===== config.mk =====
export PLATFORM = sky130hd
export DESIGN_NAME = kbd_wake_irq
export DESIGN_NICKNAME = d
export VERILOG_FILES = /design/src/rtl/kbd_wake_irq.sv
export SDC_FILE = /design/constraint.sdc
export NUM_CORES = 1
export LEC_CHECK = 0
export CORE_ASPECT_RATIO = 1.25
export CORE_UTILIZATION = 39
export DETAILED_ROUTE_END_ITERATION = 7
export HOLD_SLACK_MARGIN = 0.12
export PLACE_DENSITY = 0.74
export SYNTH_ARGS = -nofsm -noshare
export SYNTH_HDL_FRONTEND = slang
export SYNTH_SLANG_ARGS = --single-unit

===== constraint.sdc =====
create_clock -name clk -period 1.4 [get_ports clk]
set_input_delay 0.28 -clock clk [delete_from_list [all_inputs] [get_ports clk]]
set_output_delay 0.28 -clock clk [all_outputs]
set_load 0.005 [all_outputs]

===== src/rtl/kbd_wake_irq.sv =====
module kbd_wake_irq #(
  parameter int NPINS = 8
) (
  input  logic             clk,
  input  logic             rst_n,
  input  logic [NPINS-1:0] key_in,
  input  logic             wr_en,
  input  logic             wr_addr,
  input  logic [7:0]       wr_data,
  input  logic             rd_addr,
  output logic [7:0]       rd_data,
  input  logic             vec_ack,
  output logic [NPINS-1:0] pullup_en,
  output logic             irq
);
  localparam logic [NPINS-1:0] ALL1 = '1;

  logic [NPINS-1:0] s1, s2, en;
  logic mode, mask, flag, ack_seen, prev_and;

  always_ff @(posedge clk or negedge rst_n)
    if (!rst_n) begin
      s1 <= ALL1;
      s2 <= ALL1;
    end else begin
      s1 <= key_in;
      s2 <= s1;
    end

  wire and_cur = &(s2 | ~en);
  wire fall    = prev_and & ~and_cur;
  wire wr_ctl  = wr_en & ~wr_addr;
  wire ack     = vec_ack | (wr_ctl & wr_data[2]);
  wire lvl_clr = flag & (ack | ack_seen) & and_cur;

  always_ff @(posedge clk or negedge rst_n)
    if (!rst_n) begin
      en       <= '0;
      mode     <= 1'b0;
      mask     <= 1'b0;
      prev_and <= 1'b1;
      flag     <= 1'b0;
      ack_seen <= 1'b0;
    end else begin
      if (wr_en && wr_addr) en <= wr_data[NPINS-1:0];
      if (wr_ctl) begin
        mode <= wr_data[0];
        mask <= wr_data[1];
      end
      prev_and <= and_cur;
      if (fall) begin
        flag     <= 1'b1;
        ack_seen <= 1'b0;
      end else if (!mode) begin
        ack_seen <= 1'b0;
        if (ack) flag <= 1'b0;
      end else if (lvl_clr) begin
        flag     <= 1'b0;
        ack_seen <= 1'b0;
      end else if (ack && flag) begin
        ack_seen <= 1'b1;
      end
    end

  assign pullup_en = en;
  assign irq       = flag & ~mask;
  assign rd_data   = rd_addr ? 8'(en) : {4'b0, flag, 1'b0, mask, mode};
endmodule



==> flow_metrics.tcl <==
set metrics [dict create \
    status "complete, but fails checks" \
    violations "setup timing" \
    synth_top_family_by_area "multiplexers" \
    cts_buffer_depth 2 \
    htreeDepth 2 \
    initial_core_util_pct 40.97 \
    finalMaxSlewViolations 0 \
    place_hpwl_mm 1.467 \
    synth-seq-cells 29 \
    power_density_nw_per_um2 1267 \
    cp_max_fo 4 \
    hold_viol_final 0 \
    die-area_um2 3004 \
    yosysWarnings 0 \
    drtAntennaViolNets 0 \
    grt.overflow.total 0 \
    p_leak_nw 0.7878 \
    reg2reg_depth 5 \
    cts_num_sinks 29 \
    cp.arrival_ns 1.69 \
    fp.coreArea_um2 2654 \
    ios 39 \
    worst_pin_slew_ns 0.3247 \
    grt_pass1_vias 773 \
    yosys.area_share.simple_pct 8.516 \
    die_x_um 49.23 \
    fin_crit_ns 1.491 \
    synthAdderAreaFrac_pct 0 \
    fin_skew_ns 0.01333 \
    antenna_found_initial 0 \
    design_power_total_w 0.002234 \
    layout_commonest_cell "clkdlybuf4s50_1" \
    drc 0 \
    synth_area_um2 1087 \
    diodes 0 \
    area_growth_pct 62.14 \
    dr.pass1.iters 3 \
    die_y_um 61.04 \
    cts_tree "yes" \
    r2r_end "ack_seen" \
    fill_cells 191 \
    min_path_type "in2async" \
    grt_start_max_net_pins 30 \
    wirelength_mm 2.163 \
    max-slew-margin-rel_pct 78.19 \
    path_clk_slew_ns 0.10 \
    maxCapViolCount 0 \
    clk_latency_ns 0.33 \
    ff_latch_area_um2 747.0 \
    end_kind "flop" \
    cts_hold_buf 0 \
    synth_cell_types 18 \
    avgSynthCellArea_um2 14.69 \
    layout-drive-gt1-share_pct 56.20 \
    vias_per_cell 4.596 \
    setup_viol 1 \
    period_share_pct 106.5 \
    synth_xor_area_share_pct 0 \
    ys_seq_area_share_pct 68.70 \
    syn_inst 74 \
    port_buffers 38 \
    rows 21 \
    layout_common_cells "clkdlybuf4s50_1, dfstp_2, buf_4" \
    synth.top_cells.by_area "dfstp_2, dfrtp_1, mux2_2" \
    drt_iter0_drc 2 \
    r2r_slack_ns -0.09 \
    vias 786 \
    yosysTopAreaCell "dfstp_2" \
    instances_no_fill 171 \
    hold_ws_ns 0.2961 \
    worst_slack_ns -0.09064 \
    crit_type "reg2reg" \
    grt_usage_pct 16.07 \
    rsz0062_at_grt "true" \
    fin_nets 158 \
    synth.mux.area_fraction_pct 14.84 \
    synth_compound_area_share_pct 5.178 \
    fmax_mhz 670.9 \
    cp.required_ns 1.60 \
    critPathLaunchType "flop" \
    synth_top_cell_area_share_pct 41.08 \
    root_buffer "clkbuf_4" \
    grt_pass1_wl_mm 3.422 \
    syn_nets 96 \
    gp_congestion 0.9005 \
    wl_per_cell_um 12.65 \
    multi_input_area_um2 359.1 \
    cts-buffers-inserted 5 \
    r2r_start "pullup_en[4]" \
    place_inst 155 \
    max-vdd-ir-drop_mv 0.8615 \
]
==> cells by family after synthesis <==
logic type             Yosys count
AO/OA/AOI/OAI                    9
buffers and inverters            8
flip-flops                      29
multiplexers                    14
AND/OR/NAND/NOR                 14
==> cell type report <==
cell class                      count  share of cell area, %
Clock buffer                        6                  2.342
Clock inverter                      2                  1.987
Inverter                            8                  2.058
Multi-Input combinational cell     37                  20.37
Sequential cell                    29                  42.37
Tap cell                           34                  2.413
Timing Repair Buffer               55                  28.46
==> per-layer routing <==
metal	vias up	wire (um)	GRT usage [%]
li1	373	-	-
met5	-	0	0
met3	7	100	4.691
met1	383	836	17.07
met2	23	1182	27.59
met4	0	43	12.18
==> Yosys cell counts (all sizes together) <==
master	count
and2	5
o21ai	1
a21oi	4
nor2b	2
clkinv	1
nand3	2
nand2b	1
inv	7
nand2	2
nor4	1
o22ai	4
dfstp	17
mux2	14
dfrtp	12
nor2	1
==> registers in the layout (all words and copies together) (netlist names) <==
signal     flops
prev_and       1
s1             8
mode           1
pullup_en      8
mask           1
ack_seen       1
s2             8
flag           1
==> critical path, stage by stage (launching register included) <==
cell and delay [ns]:
dfrtp_1 0.42, buf_6 0.13, inv_4 0.04, o22ai_4 0.06
nor4_4 0.37, mux2_4 0.34
==> metrics by stage <==
step	util (%)	TNS [ns]	setup WS [ns]	cell area, um^2
final	66.43	-0.09064	-0.09064	1763
after global routing	66.43	-0.2086	-0.1078	1763
after CTS	66.20	-0.2897	-0.09527	1757
after detailed placement	60.40	-4.707	-0.5657	1603
after global placement	60.40	-4.682	-0.5755	1603
after floorplan	-	0	0.05288	1087
==> power by group <==
group / switching (W) / total (W) / internal, W
Clock: 0.000272 / 0.000646 / 0.000374
Combinational: 0.000214 / 0.000576 / 0.000363
Sequential: 0.0000637 / 0.00101 / 0.000949
Total: 0.000549 / 0.00223 / 0.00169
==> worst max-delay path by stage <==
| stage | startpoint | slack (ns) | to | depth (start not counted) |
|---|---|---|---|---|
| after floorplan | s2[1] | 0.05 | ack_seen | 3 |
| after global placement | rd_addr | -0.58 | rd_data[0] | 3 |
| after detailed placement | rd_addr | -0.57 | rd_data[0] | 3 |
| after CTS | pullup_en[3] | -0.1 | rd_data[3] | 2 |
| after global routing | pullup_en[2] | -0.11 | ack_seen | 5 |
| final | pullup_en[4] | -0.09 | ack_seen | 5 |
==> what timing repair did <==
| item | 4_1_cts | 5_1_grt |
|---|---|---|
| setup buffers | 9 | 0 |
| endpoints found under the setup margin | 18 | 12 |
| gates resized for setup | 41 | 21 |
| pin swaps | 2 | 2 |
No activity file was read; power rests on OpenSTA's default activity.
